## src/rtl/flash_sr_pkg.sv

```systemverilog
// Package: shared command encoding and status bit positions for the
// flash status write guard. Assumes a 3-bit decoded command kind.
package flash_sr_pkg;

    typedef enum logic [2:0] {
        CMD_READ       = 3'd0,
        CMD_WREN       = 3'd1,
        CMD_WRDI       = 3'd2,
        CMD_WRSR       = 3'd3,
        CMD_PROG       = 3'd4,
        CMD_SECT_ERASE = 3'd5,
        CMD_CHIP_ERASE = 3'd6,
        CMD_STAT_READ  = 3'd7
    } cmd_kind_e;

    localparam int SR_BUSY  = 0;
    localparam int SR_WEL   = 1;
    localparam int SR_BP_LO = 2;
    localparam int SR_BP_HI = 5;
    localparam int SR_QE    = 6;
    localparam int SR_LOCK  = 7;
    localparam int BP_W     = SR_BP_HI - SR_BP_LO + 1;

    // True for the kinds that go through the accept/reject decision.
    function automatic logic is_write_kind(input cmd_kind_e k);
        return (k != CMD_READ) && (k != CMD_STAT_READ);
    endfunction

endpackage

```

## src/rtl/fsr_frame_check.sv

```systemverilog
// Frame check: decides whether the bit count of a finished frame matches
// a whole-byte frame of the right length for its command kind.
// Assumes cmd_bits counts every serial clock seen while selected.
module fsr_frame_check
    import flash_sr_pkg::*;
#(
    parameter int BITS_W     = 12,
    parameter int ADDR_BYTES = 3
) (
    input  cmd_kind_e          kind,
    input  logic [BITS_W-1:0]  bits,
    output logic               frame_ok
);
    localparam int OP_LEN    = 8;
    localparam int SRW_LEN   = OP_LEN + 8;
    localparam int ERASE_LEN = OP_LEN + 8 * ADDR_BYTES;
    localparam int PROG_MIN  = ERASE_LEN + 8;

    logic aligned;
    assign aligned = (bits[2:0] == 3'b000);

    // Compare the count with the frame length this kind expects.
    always_comb begin
        unique case (kind)
            CMD_WREN, CMD_WRDI, CMD_CHIP_ERASE: frame_ok = aligned && (bits == BITS_W'(OP_LEN));
            CMD_WRSR:                            frame_ok = aligned && (bits == BITS_W'(SRW_LEN));
            CMD_SECT_ERASE:                      frame_ok = aligned && (bits == BITS_W'(ERASE_LEN));
            CMD_PROG:                            frame_ok = aligned && (bits >= BITS_W'(PROG_MIN));
            default:                             frame_ok = 1'b0;
        endcase
    end
endmodule

```

## src/rtl/fsr_region_decode.sv

```systemverilog
// Region decode: maps the protect level to a protected area at the top of
// the array and flags whether the target block lies inside it.
// Assumes a power-of-two array split into 2**(ADDR_W-BLK_W) blocks.
module fsr_region_decode #(
    parameter int ADDR_W = 22,
    parameter int BLK_W  = 16,
    parameter int BP_W   = 4
) (
    input  logic [BP_W-1:0]    level,
    input  logic [ADDR_W-1:0]  addr,
    output logic               addr_prot,
    output logic               any_prot
);
    localparam int NBLK_W = ADDR_W - BLK_W;
    localparam int CNT_W  = NBLK_W + 1;
    localparam logic [CNT_W-1:0] NBLK = CNT_W'(1) << NBLK_W;

    logic [CNT_W-1:0] prot_cnt;
    logic [CNT_W-1:0] dist_top;
    logic             unused_offset;

    assign unused_offset = ^addr[BLK_W-1:0];

    // Protected block count doubles with each level step, capped at the array.
    always_comb begin
        if (level == '0) begin
            prot_cnt = '0;
        end else if ((int'(level) - 1) >= NBLK_W) begin
            prot_cnt = NBLK;
        end else begin
            prot_cnt = CNT_W'(1) << (int'(level) - 1);
        end
    end

    // Distance of the target block from the top end of the array.
    assign dist_top  = NBLK - {1'b0, addr[ADDR_W-1:BLK_W]};
    assign addr_prot = (prot_cnt != '0) && (dist_top <= prot_cnt);
    assign any_prot  = (level != '0);
endmodule

```

## src/rtl/fsr_status_reg.sv

```systemverilog
// Status register storage: holds the non-volatile bits, the write-enable
// latch and the busy flag. Assumes the caller never loads or starts
// while busy is set.
module fsr_status_reg
    import flash_sr_pkg::*;
#(
    parameter logic [7:0] INIT_STATUS = 8'h00
) (
    input  logic        clk,
    input  logic        rst_n,
    input  logic        set_wel,
    input  logic        clr_wel,
    input  logic        load_nv,
    input  logic [5:0]  nv_data,
    input  logic        start_busy,
    input  logic        op_done,
    output logic [7:0]  status
);
    logic [5:0] nv_q;
    logic       wel_q;
    logic       busy_q;

    // Non-volatile bits change only on an accepted status write.
    always_ff @(posedge clk) begin
        if (!rst_n) begin
            nv_q <= INIT_STATUS[7:2];
        end else if (load_nv) begin
            nv_q <= nv_data;
        end
    end

    // Latch and busy: end of cycle wins, otherwise apply command effects.
    always_ff @(posedge clk) begin
        if (!rst_n) begin
            wel_q  <= INIT_STATUS[SR_WEL];
            busy_q <= INIT_STATUS[SR_BUSY];
        end else if (op_done && busy_q) begin
            wel_q  <= 1'b0;
            busy_q <= 1'b0;
        end else begin
            if (set_wel)    wel_q  <= 1'b1;
            if (clr_wel)    wel_q  <= 1'b0;
            if (start_busy) busy_q <= 1'b1;
        end
    end

    assign status = {nv_q, wel_q, busy_q};

    assert_done_clears_R8: assert property (@(posedge clk) disable iff (!rst_n)
        (op_done && status[SR_BUSY]) |=> (!status[SR_BUSY] && !status[SR_WEL]));

    assert_busy_holds_nv_R8: assert property (@(posedge clk) disable iff (!rst_n)
        status[SR_BUSY] |=> $stable(status[7:2]));
endmodule

```

## src/rtl/flash_sr_guard.sv

```systemverilog
// Top: status register and write-protect gate of a serial flash. Takes a
// decoded command when chip select rises and returns an accept or reject
// pulse one clock later, updating the status register on accept.
// Assumes cmd_valid is a single-cycle strobe per frame.
module flash_sr_guard
    import flash_sr_pkg::*;
#(
    parameter int         ADDR_W      = 22,
    parameter int         BLK_W       = 16,
    parameter int         BITS_W      = 12,
    parameter logic [7:0] INIT_STATUS = 8'h00
) (
    input  logic              clk,
    input  logic              rst_n,
    input  logic              cmd_valid,
    input  logic [2:0]        cmd_kind,
    input  logic [BITS_W-1:0] cmd_bits,
    input  logic [7:0]        sr_wdata,
    input  logic [ADDR_W-1:0] cmd_addr,
    input  logic              wp_n,
    input  logic              op_done,
    output logic              cmd_accept,
    output logic              cmd_reject,
    output logic [7:0]        status
);
    localparam int ADDR_BYTES = (ADDR_W + 7) / 8;

    cmd_kind_e kind;
    logic      frame_ok, addr_prot, any_prot;
    logic      busy, wel, lock;
    logic      rule_ok, is_wr, go;
    logic      set_wel, clr_wel, load_nv, start_busy;
    logic      unused_wdata;

    assign kind         = cmd_kind_e'(cmd_kind);
    assign busy         = status[SR_BUSY];
    assign wel          = status[SR_WEL];
    assign lock         = status[SR_LOCK];
    assign unused_wdata = ^sr_wdata[1:0];

    fsr_frame_check #(.BITS_W(BITS_W), .ADDR_BYTES(ADDR_BYTES)) u_frame (
        .kind     (kind),
        .bits     (cmd_bits),
        .frame_ok (frame_ok)
    );

    fsr_region_decode #(.ADDR_W(ADDR_W), .BLK_W(BLK_W), .BP_W(BP_W)) u_region (
        .level     (status[SR_BP_HI:SR_BP_LO]),
        .addr      (cmd_addr),
        .addr_prot (addr_prot),
        .any_prot  (any_prot)
    );

    // Per-kind permission on top of the frame and busy checks.
    always_comb begin
        unique case (kind)
            CMD_WREN, CMD_WRDI:        rule_ok = 1'b1;
            CMD_WRSR:                  rule_ok = wel && !(lock && !wp_n);
            CMD_PROG, CMD_SECT_ERASE:  rule_ok = wel && !addr_prot;
            CMD_CHIP_ERASE:            rule_ok = wel && !any_prot;
            default:                   rule_ok = 1'b0;
        endcase
    end

    assign is_wr      = cmd_valid && is_write_kind(kind);
    assign go         = is_wr && frame_ok && !busy && rule_ok;
    assign set_wel    = go && (kind == CMD_WREN);
    assign clr_wel    = go && (kind == CMD_WRDI);
    assign load_nv    = go && (kind == CMD_WRSR);
    assign start_busy = go && (kind inside {CMD_WRSR, CMD_PROG, CMD_SECT_ERASE, CMD_CHIP_ERASE});

    fsr_status_reg #(.INIT_STATUS(INIT_STATUS)) u_sr (
        .clk        (clk),
        .rst_n      (rst_n),
        .set_wel    (set_wel),
        .clr_wel    (clr_wel),
        .load_nv    (load_nv),
        .nv_data    (sr_wdata[7:2]),
        .start_busy (start_busy),
        .op_done    (op_done),
        .status     (status)
    );

    // Register the decision pulses for the command decoder.
    always_ff @(posedge clk) begin
        if (!rst_n) begin
            cmd_accept <= 1'b0;
            cmd_reject <= 1'b0;
        end else begin
            cmd_accept <= go;
            cmd_reject <= is_wr && !go;
        end
    end

    assert_pulse_exclusive_R11: assert property (@(posedge clk) disable iff (!rst_n)
        $onehot0({cmd_accept, cmd_reject}));

    assert_misaligned_refused_R3: assert property (@(posedge clk) disable iff (!rst_n)
        (cmd_valid && (cmd_bits[2:0] != 3'b000)) |=> !cmd_accept);

    assert_locked_write_refused_R5: assert property (@(posedge clk) disable iff (!rst_n)
        (cmd_valid && (kind == CMD_WRSR) && lock && !wp_n) |=> !cmd_accept);

    assert_no_latch_refused_R6: assert property (@(posedge clk) disable iff (!rst_n)
        (cmd_valid && !wel && (kind inside {CMD_WRSR, CMD_PROG, CMD_SECT_ERASE, CMD_CHIP_ERASE}))
        |=> !cmd_accept);

    assert_reject_keeps_state_R6: assert property (@(posedge clk) disable iff (!rst_n)
        (cmd_reject && !$past(op_done)) |-> (status == $past(status)));

    assert_busy_refuses_R7: assert property (@(posedge clk) disable iff (!rst_n)
        (cmd_valid && busy) |=> !cmd_accept);

    assert_protected_refused_R9: assert property (@(posedge clk) disable iff (!rst_n)
        (cmd_valid && addr_prot && (kind inside {CMD_PROG, CMD_SECT_ERASE})) |=> !cmd_accept);
endmodule

```

## config.mk

```make
export PLATFORM = sky130hd
export DESIGN_NAME = flash_sr_guard
export DESIGN_NICKNAME = d
export VERILOG_FILES = /design/src/rtl/flash_sr_pkg.sv /design/src/rtl/fsr_frame_check.sv /design/src/rtl/fsr_region_decode.sv /design/src/rtl/fsr_status_reg.sv /design/src/rtl/flash_sr_guard.sv
export SDC_FILE = /design/constraint.sdc
export NUM_CORES = 1
export LEC_CHECK = 0
export BUFFER_PORTS_ARGS = -buffer_cell sky130_fd_sc_hd__buf_2
export CORE_UTILIZATION = 40
export CTS_CLUSTER_DIAMETER = 80
export DETAILED_ROUTE_END_ITERATION = 10
export HOLD_SLACK_MARGIN = 0.1
export PLACE_DENSITY = 0.81
export SLEW_MARGIN = 20
export SYNTH_ARGS = -nofsm -noshare
export SYNTH_HDL_FRONTEND = slang
export SYNTH_SLANG_ARGS = --single-unit
```

## constraint.sdc

```tcl
create_clock -name clk -period 2.65 [get_ports clk]
set_input_delay 0.265 -clock clk [delete_from_list [all_inputs] [get_ports clk]]
set_output_delay 0.265 -clock clk [all_outputs]
set_load 0.02 [all_outputs]
```

==> flow_summary.json, run 1 <==
{
  "status": "complete, no violations",
  "grt_usage_pct": 17.2,
  "firstDrtPassIters": 4,
  "worstPathRequired_ns": 2.84,
  "postRouteAntennaNets": 0,
  "synthMuxAreaShare_pct": 5.57,
  "cp-start-kind": "flip-flop",
  "hold_class": "input port to flip-flop",
  "cts_tree": "done",
  "syn2layout_area_growth_pct": 30.2,
  "drc": 0,
  "synth_warnings": 0,
  "routed_via_density": 5.27,
  "critPathKind": "flip-flop to flip-flop",
  "synthSimpleGateAreaFrac_pct": 35.2,
  "critical_path_buf_inv_count": 1,
  "maxCapViolCount": 0,
  "final-hold-violation-count": 0,
  "clkTransAtPathRegs_ns": 0.07,
  "slowest_stage": "or4b_4",
  "routed_wl_um": 2300,
  "tightest_slew_ns": 0.429,
  "clockBufferDepth": 2,
  "period_share_pct": 96.3,
  "cts_root_buf": "clkbuf_4",
  "placedInstanceArea_mm2": 0.00135,
  "synth_top_family_by_area": "simple AND/OR/NAND/NOR gates",
  "avgRoutedWirePerCell_um": 10.7,
  "fmax_mhz": 392,
  "fin_cells": 215,
  "synth_edf_count": 0,
  "yosys.area.top_type_share_pct": 18.6,
  "synthesis.area_mm2": 0.00108,
  "dieHeight_um": 53.9,
  "first_global_vias": 919,
  "dieWidth_um": 53.9,
  "hold-worst-slack_ns": 0.233,
  "synth-xor-area-share_pct": 5.68,
  "dp_hpwl_um": 1860,
  "setup_viol": 0,
  "final_layout_size_suffix_gt1_share_pct": 34.6,
  "cp_cell_sequence": "inv_2, ha_1, nor3b_2, a31oi_1, or4b_4, ha_4, nand4_1, o21bai_1, a211o_1, a211o_1, o22ai_2",
  "initial_core_util_pct": 42.8,
  "tns_ns": 0,
  "grt_pass1_wl_um": 3640,
  "diodes": 0,
  "cp-end-kind": "flip-flop",
  "slowest_delay_ns": 0.55,
  "cp_max_fo": 3,
  "htree_levels": 1,
  "p_leak_nw": 0.611,
  "synth_fa_ha_area_share_pct": 11.6,
  "core_area_mm2": 0.00252,
  "clock-sinks": 10,
  "slew_headroom_pct": 71.3,
  "first_iter_violations": 21,
  "synthArstFlopShare_pct": 0,
  "synth_nets": 202,
  "ys_seq_area_share_pct": 18.6,
  "vdd_drop_max_mv": 0.261,
  "cp_common_cell": "a211o_1",
  "synth_cells": 142,
  "fin_area_mm2": 0.00140,
  "cp.arrival_ns": 2.74,
  "ys_types": 40,
  "synth-compound-area-share_pct": 16.9,
  "p_per_area_mw_per_mm2": 271,
  "grt_max_degree": 16,
  "synth_common_cells": "21 x nand2_1, 10 x dfxtp_1, 10 x ha_1, 8 x inv_1",
  "synth_flop_cell": "dfxtp_1",
  "place.gp.congestion": 0.813,
  "row_count": 18,
  "crit_family": "simple AND/OR/NAND/NOR gates",
  "synth_top_area_cell": "dfxtp_1",
  "syn_avg_cell_area_um2": 7.60,
  "synth_area_leaders": "dfxtp_1 19%, ha_1 12%, nand2_1 7.3%",
  "clock_latency_ns": 0.27,
  "clock_skew_ns": 0.00925,
  "fillerInstances": 250,
  "io_pins": 60,
  "overflow": 0,
  "ys_ff_latch": 10,
  "place_inst": 210,
  "numPortBuffers": 41,
  "finalMaxSlewViolations": 0,
  "period_needed_ns": 2.55,
  "finalNetCount": 246,
  "fp.dieArea_mm2": 0.00291,
  "via_count": 1132,
  "cts_buffers": 3,
  "yosys.cell_count.top_type": "nand2_1",
  "antenna_found_initial": 0
}
[worst paths after layout]
check / end / slack, ns / cells past startpoint / start
worst min register to register: u_sr.nv_q[4] / 0.46 / 2 / u_sr.nv_q[4]
worst min-delay path: u_sr.nv_q[2] / 0.23 / 3 / sr_wdata[4]
worst max-delay path: u_sr.busy_q / 0.1 / 11 / u_sr.nv_q[0]
worst max register to register: u_sr.busy_q / 0.1 / 11 / u_sr.nv_q[0]
[repair_timing]
action / 4_1_cts / 5_1_grt
setup buffers: 0 / 1
endpoints found under the setup margin: 0 / 3
gates resized for setup: 0 / 3
hold buffers: 0 / 0
[placed cells by master, fill, tap and decap left out, types with 3 or more instances in the layout]
cell type  Yosys  layout
inv_1          8       7
buf_2          2      41
nor2b_1        4       3
nand2_1       21      21
mux2i_1        6       6
nand3_1        4       4
or3_1          3       3
o21a_1         3       3
nor3_1         5       5
o21ai_0        5       5
xnor2_1        5       5
nand4_1        4       4
o31ai_1        3       3
nand2b_1       4       4
dfxtp_1       10       8
buf_4          2       6
ha_1          10       9
clkbuf_4       0       3
nor3b_1        4       3
nor2_1         6       6
[registers in the layout, indices dropped and copies added, names as in the netlist]
register,cells
u_sr.wel_q,1
cmd_reject,1
u_sr.nv_q,6
cmd_accept,1
u_sr.busy_q,1
[report_power, final]
part,switching [W],internal (W),total (W)
sequential,0.000000395,0.000149,0.000149
clock,0.0000542,0.0000834,0.000138
combinational,0.0000473,0.0000462,0.0000935
[tightest hold or removal path, stage by stage]
cell and delay (ns):
buf_2 0.10, nand2_1 0.04, mux2i_1 0.05
[final cells by class]
class	count	area, um^2	area share, %
Clock buffer	4	36.3	2.58
Inverter	8	30.0	2.14
Multi-Input combinational cell	116	842	60.0
Sequential cell	10	208	14.8
Tap cell	30	37.5	2.67
Timing Repair Buffer	47	250	17.8
[cell families after synthesis]
family                   count (synthesis)
multiplexers                             6
AO/OA/AOI/OAI                           26
adder cells (fa/ha/maj)                 10
AND/OR/NAND/NOR                         67
buffers and inverters                   16
XOR/XNOR                                 7
flip-flops                              10
[routing by layer]
metal | GRT usage (%) | up-vias | share of wire [%]
met4 | 4.39 | 0 | 0
met1 | 21.1 | 508 | 47
met3 | 5.37 | 0 | 5.5
li1 | - | 593 | -
met5 | 0 | - | 0
met2 | 28.6 | 31 | 47
[stage by stage]
step,power [W],util (%),setup slack [ns]
3_5_place_dp,0.000245,53.4,0.0931
3_3_place_gp,0.000245,53.4,0.100
2_1_floorplan,0.000209,-,0.000254
5_1_grt,0.000406,55.7,-0.0164
4_1_cts,0.000385,54.9,0.0656
6_report,0.000381,55.7,0.0980
Power figures use the tool's default switching activity.
==> run 2, diff against run 1 <==
Settings changed: CORE_MARGIN set to 1.5, PLACE_DENSITY 0.81 to 0.86.
==> run 2 against run 1 <==
  * Critical endpoint unchanged
  * Highest routed layer is now met4
  * Via count is 2.7% higher
  * Setup slack worse by 0.035 ns
  * Critical path depth is 1 lower
==> flow_summary.json, run 2 (synthesis results as in run 1) <==
{
  "fin_cells": 216,
  "grt_pass1_wl_um": 4240,
  "io_pins": 60,
  "firstDrtPassIters": 4,
  "worstPathRequired_ns": 2.85,
  "top_layer_used": "met4",
  "place.gp.congestion": 0.801,
  "cp_common_cell": "a211o_1",
  "clock_skew_ns": 0.000989,
  "final_util_pct": 57.2,
  "slew_headroom_pct": 73.7,
  "top_register": "u_sr.nv_q",
  "setup_viol": 0,
  "syn2layout_area_growth_pct": 33.8,
  "holdBufCountCts": 0,
  "finalNetCount": 247,
  "initial_core_util_pct": 42.8,
  "first_iter_violations": 25,
  "cts_tree": "done",
  "tightest_slew_ns": 0.393,
  "fmax_mhz": 387,
  "overflow": 0,
  "dieHeight_um": 54.9,
  "slowest_stage": "or4b_4",
  "core_area_mm2": 0.00252,
  "vdd_drop_max_mv": 0.234,
  "routed_via_density": 5.38,
  "cts_root_buf": "clkbuf_4",
  "tns_ns": 0,
  "finalMaxSlewViolations": 0,
  "period_needed_ns": 2.59,
  "cp_cell_sequence": "buf_4, nor2_1, a31oi_1, or4b_4, ha_4, o21a_1, o21ai_1, a211o_1, a211o_1, o22ai_1",
  "rsz0062_at_grt": "true",
  "multi_input_area_um2": 871,
  "largest_register_ff_count": 6,
  "grt_max_degree": 16,
  "crit_family": "compound AO/OA/AOI/OAI gates",
  "fillerInstances": 232,
  "route.met3.wl_um": 125,
  "via_count": 1162,
  "cp-start-kind": "flip-flop",
  "final-seq-area_um2": 208,
  "clock-sinks": 10,
  "p_per_area_mw_per_mm2": 266,
  "clkTransAtPathRegs_ns": 0.07,
  "cp.arrival_ns": 2.79,
  "status": "complete, no violations",
  "numPortBuffers": 41,
  "routed_wl_um": 2630,
  "avgRoutedWirePerCell_um": 12.2,
  "postRouteAntennaNets": 0,
  "critical_path_buf_inv_count": 1,
  "row_count": 18,
  "slowest_delay_ns": 0.56,
  "clockBufferDepth": 2,
  "first_global_vias": 1044,
  "dp_hpwl_um": 2050,
  "cts_buffers": 3,
  "drt-met1-wl_um": 1180,
  "drc": 0,
  "fp.dieArea_mm2": 0.00302,
  "final_common_cell": "buf_2",
  "grt_usage_pct": 19.5,
  "period_share_pct": 97.6,
  "total_power_w": 0.000384,
  "dieWidth_um": 54.9,
  "htree_levels": 1,
  "diodes": 0,
  "place_inst": 211,
  "antenna_found_initial": 0,
  "cp_max_fo": 5,
  "hold_class": "input port to flip-flop",
  "layout_common_cells": "41 x buf_2, 21 x nand2_1, 8 x dfxtp_1",
  "cp-end-kind": "flip-flop",
  "p_leak_nw": 0.622,
  "final_layout_size_suffix_gt1_share_pct": 37.6,
  "wl_met2_um": 1280,
  "final-hold-violation-count": 0,
  "maxCapViolCount": 0,
  "clock_latency_ns": 0.27,
  "critPathKind": "flip-flop to flip-flop"
}
[run 2: changes by cell type in the layout (fill, tap and decap cells not counted), sizes merged]
cell,before,now
buf,47,48
[run 2: area by class of cell]
type | count | share of cell area, %
multi-input cells | 116 | 60.4
flip-flops and latches | 10 | 14.4
repair buffers | 48 | 17.9
inverters | 8 | 2.25
clock buffers | 4 | 2.52
well taps | 30 | 2.60
[run 2: final timing paths]
path                      from      endpoint  slack [ns]  cells past startpoint
setup / recovery  u_sr.nv_q[2]   u_sr.busy_q        0.06                     10
hold / removal     sr_wdata[3]  u_sr.nv_q[1]        0.23                      3
setup reg to reg  u_sr.nv_q[2]   u_sr.busy_q        0.06                     10
hold reg to reg   u_sr.nv_q[5]  u_sr.nv_q[5]        0.48                      2
[run 2: where the power goes]
group / internal (W) / switching (W) / leakage, nW / total [W]
logic: 0.0000470 / 0.0000485 / 0.519 / 0.0000956
clock network: 0.0000836 / 0.0000554 / 0.0210 / 0.000139
registers: 0.000149 / 0.000000274 / 0.0824 / 0.000149
total: 0.000280 / 0.000104 / 0.622 / 0.000384
[run 2: worst reg2reg max path, delay by kind of cell (launching register included)]
family	cells	cell delay (ns)
AOI/OAI and AO/OA	6	0.97
and+or+nand+nor	2	0.74
DFF	1	0.35
adders and majority gates	1	0.28
buffers and inverters	1	0.17
[run 2: what timing repair did]
item / CTS / global route
pin swaps: 0 / 8
setup buffers: 0 / 1
setup endpoints to repair: 2 / 3
resized for setup: 1 / 11
[run 2: per-layer routing]
metal	track usage, %	vias to the layer above
met5	0	-
met4	10.6	0
met3	3.76	4
met2	33.3	36
met1	22.9	525
li1	-	597
[run 2: metrics by stage]
stage	worst slack, ns	hold WS [ns]	cell area [um^2]
global placement	0.0772	0.444	1360
floorplan	0.000254	0.397	1120
finish	0.0631	0.229	1440
global route	-0.0449	0.234	1440
detailed placement	0.0127	0.472	1360
CTS	0.0487	0.217	1390
==> run 3, diff against run 2 <==
Settings changed: PLACE_DENSITY 0.86 to 0.83.
Clock period 2.65 ns to 2.42 ns, I/O delays scaled along.
==> run 3 against run 2 <==
  * Global-route usage fell by 1.6 points
  * Die area did not move
  * Cell count rose by 2.8%
  * Non-clock buffer count rose by 6
  * Total power rose by 8.6%
  * Final area rose by 3.4%
  * Fmax rose by 7.3%
  * Clock skew rose by 0.0012 ns
  * Critical path type unchanged
  * Critical endpoint unchanged
==> flow_summary.json, run 3 (synthesis results as in run 1) <==
{
  "status": "complete, no violations",
  "p_per_area_mw_per_mm2": 280,
  "cp_cell_sequence": "inv_4, ha_4, nor3b_2, a31oi_1, or4b_4, ha_4, o21a_1, o21ai_1, a211o_1, a211o_1, o22ai_2",
  "overflow": 0,
  "worstReg2RegStart": "u_sr.nv_q[0]",
  "slowest_stage": "or4b_4",
  "fin_area_mm2": 0.00149,
  "critPathKind": "flip-flop to flip-flop",
  "final_util_pct": 59.1,
  "clock_skew_ns": 0.00224,
  "drc": 0,
  "placedInstanceArea_mm2": 0.00140,
  "fp.dieArea_mm2": 0.00302,
  "initial_core_util_pct": 42.8,
  "regToRegEndpoint": "u_sr.busy_q",
  "cp_max_fo": 3,
  "via_count": 1180,
  "grt_max_degree": 16,
  "dieHeight_um": 54.9,
  "htree_levels": 1,
  "crit_family": "compound AO/OA/AOI/OAI gates",
  "tightest_slew_ns": 0.411,
  "numPortBuffers": 41,
  "worstPathRequired_ns": 2.62,
  "cp-end-kind": "flip-flop",
  "hold_class": "input port to flip-flop",
  "maxCapViolCount": 0,
  "grt_pass1_wl_um": 4110,
  "top_register": "u_sr.nv_q",
  "place.gp.congestion": 0.777,
  "row_count": 18,
  "critical_path_buf_inv_count": 1,
  "routed_wl_um": 2450,
  "period_share_pct": 99.6,
  "vdd_drop_max_mv": 0.452,
  "firstDrtPassIters": 4,
  "holdPathEnd": "u_sr.nv_q[0]",
  "cp-start-kind": "flip-flop",
  "finalMaxSlewViolations": 0,
  "cts_tree": "done",
  "finalNetCount": 253,
  "routed_via_density": 5.32,
  "final_common_cell": "buf_2",
  "rsz0062_at_grt": "true",
  "setup_viol": 0,
  "diodes": 0,
  "first_global_vias": 1075,
  "clkTransAtPathRegs_ns": 0.07,
  "antenna_found_initial": 0,
  "holdBufCountCts": 0,
  "dp_hpwl_um": 1990,
  "p_leak_nw": 0.657,
  "slowest_delay_ns": 0.51,
  "clock-sinks": 10,
  "io_pins": 60,
  "clockBufferDepth": 2,
  "period_needed_ns": 2.41,
  "avgRoutedWirePerCell_um": 11.0,
  "reg2regPathDepth": 11,
  "slew_headroom_pct": 72.5,
  "hold_start": "sr_wdata[2]",
  "r2r_slack_ns": 0.01,
  "postRouteAntennaNets": 0,
  "cp.arrival_ns": 2.61,
  "grt_usage_pct": 18.0,
  "cts_buffers": 3,
  "dieWidth_um": 54.9,
  "syn2layout_area_growth_pct": 38.3,
  "fmax_mhz": 415,
  "layout_common_cells": "41 x buf_2, 21 x nand2_1, 13 x buf_4",
  "largest_register_ff_count": 6,
  "clock_latency_ns": 0.26,
  "cts_root_buf": "clkbuf_4",
  "core_area_mm2": 0.00252,
  "min_path_cells": 3,
  "first_iter_violations": 19,
  "final_layout_size_suffix_gt1_share_pct": 40.1,
  "final-hold-violation-count": 0
}
==> run 3: how the worst max path moves through the flow <==
| stage | to | cells after the start | slack [ns] | start |
|---|---|---|---|---|
| 6_report | u_sr.busy_q | 11 | 0.01 | u_sr.nv_q[0] |
| 5_1_grt | u_sr.busy_q | 13 | -0.12 | u_sr.nv_q[1] |
| 4_1_cts | u_sr.busy_q | 11 | -0.02 | u_sr.nv_q[1] |
| 3_5_place_dp | cmd_accept | 13 | -0.09 | u_sr.nv_q[0] |
| 3_3_place_gp | u_sr.busy_q | 13 | -0.06 | u_sr.nv_q[0] |
| 2_1_floorplan | u_sr.busy_q | 12 | -0.16 | u_sr.nv_q[0] |
==> run 3: worst min-delay path, stage by stage <==
cell     delay [ns]
buf_2          0.10
nand2_1        0.04
mux2i_1        0.06
==> run 3: stage by stage <==
stage	TNS, ns	setup WS, ns	hold WS [ns]	total power (W)	instances
5_1_grt	-0.328	-0.122	0.223	0.000440	222
3_5_place_dp	-0.249	-0.0908	0.451	0.000270	215
3_3_place_gp	-0.155	-0.0629	0.447	0.000267	215
6_report	0	0.00955	0.213	0.000417	222
4_1_cts	-0.0232	-0.0232	0.214	0.000418	221
2_1_floorplan	-0.433	-0.157	0.374	0.000229	142
==> run 3: power by group <==
part           switching (W)  internal [W]
Sequential       0.000000246      0.000163
Clock              0.0000588     0.0000913
Combinational      0.0000526     0.0000509
==> run 3: final cells by class <==
type | instances | area, um^2
multi-input cells | 116 | 875
flip-flops and latches | 10 | 208
well taps | 30 | 37.5
inverters | 8 | 32.5
repair buffers | 54 | 303
fillers | 228 | 1030
clock buffers | 4 | 36.3
==> run 3: per-layer routing <==
metal	share of wire, %	routed length [um]	global-route usage (%)
met4	0	0	1.22
met2	49	1200	32.3
met1	47	1140	22.6
met3	4.6	113	4.30
met5	0	0	0
==> run 3: what timing repair did <==
| action | in CTS | in global routing |
|---|---|---|
| resized for setup | 3 | 4 |
| pin swaps | 4 | 0 |
| setup endpoints to repair | 3 | 3 |
| buffers inserted | 2 | 1 |
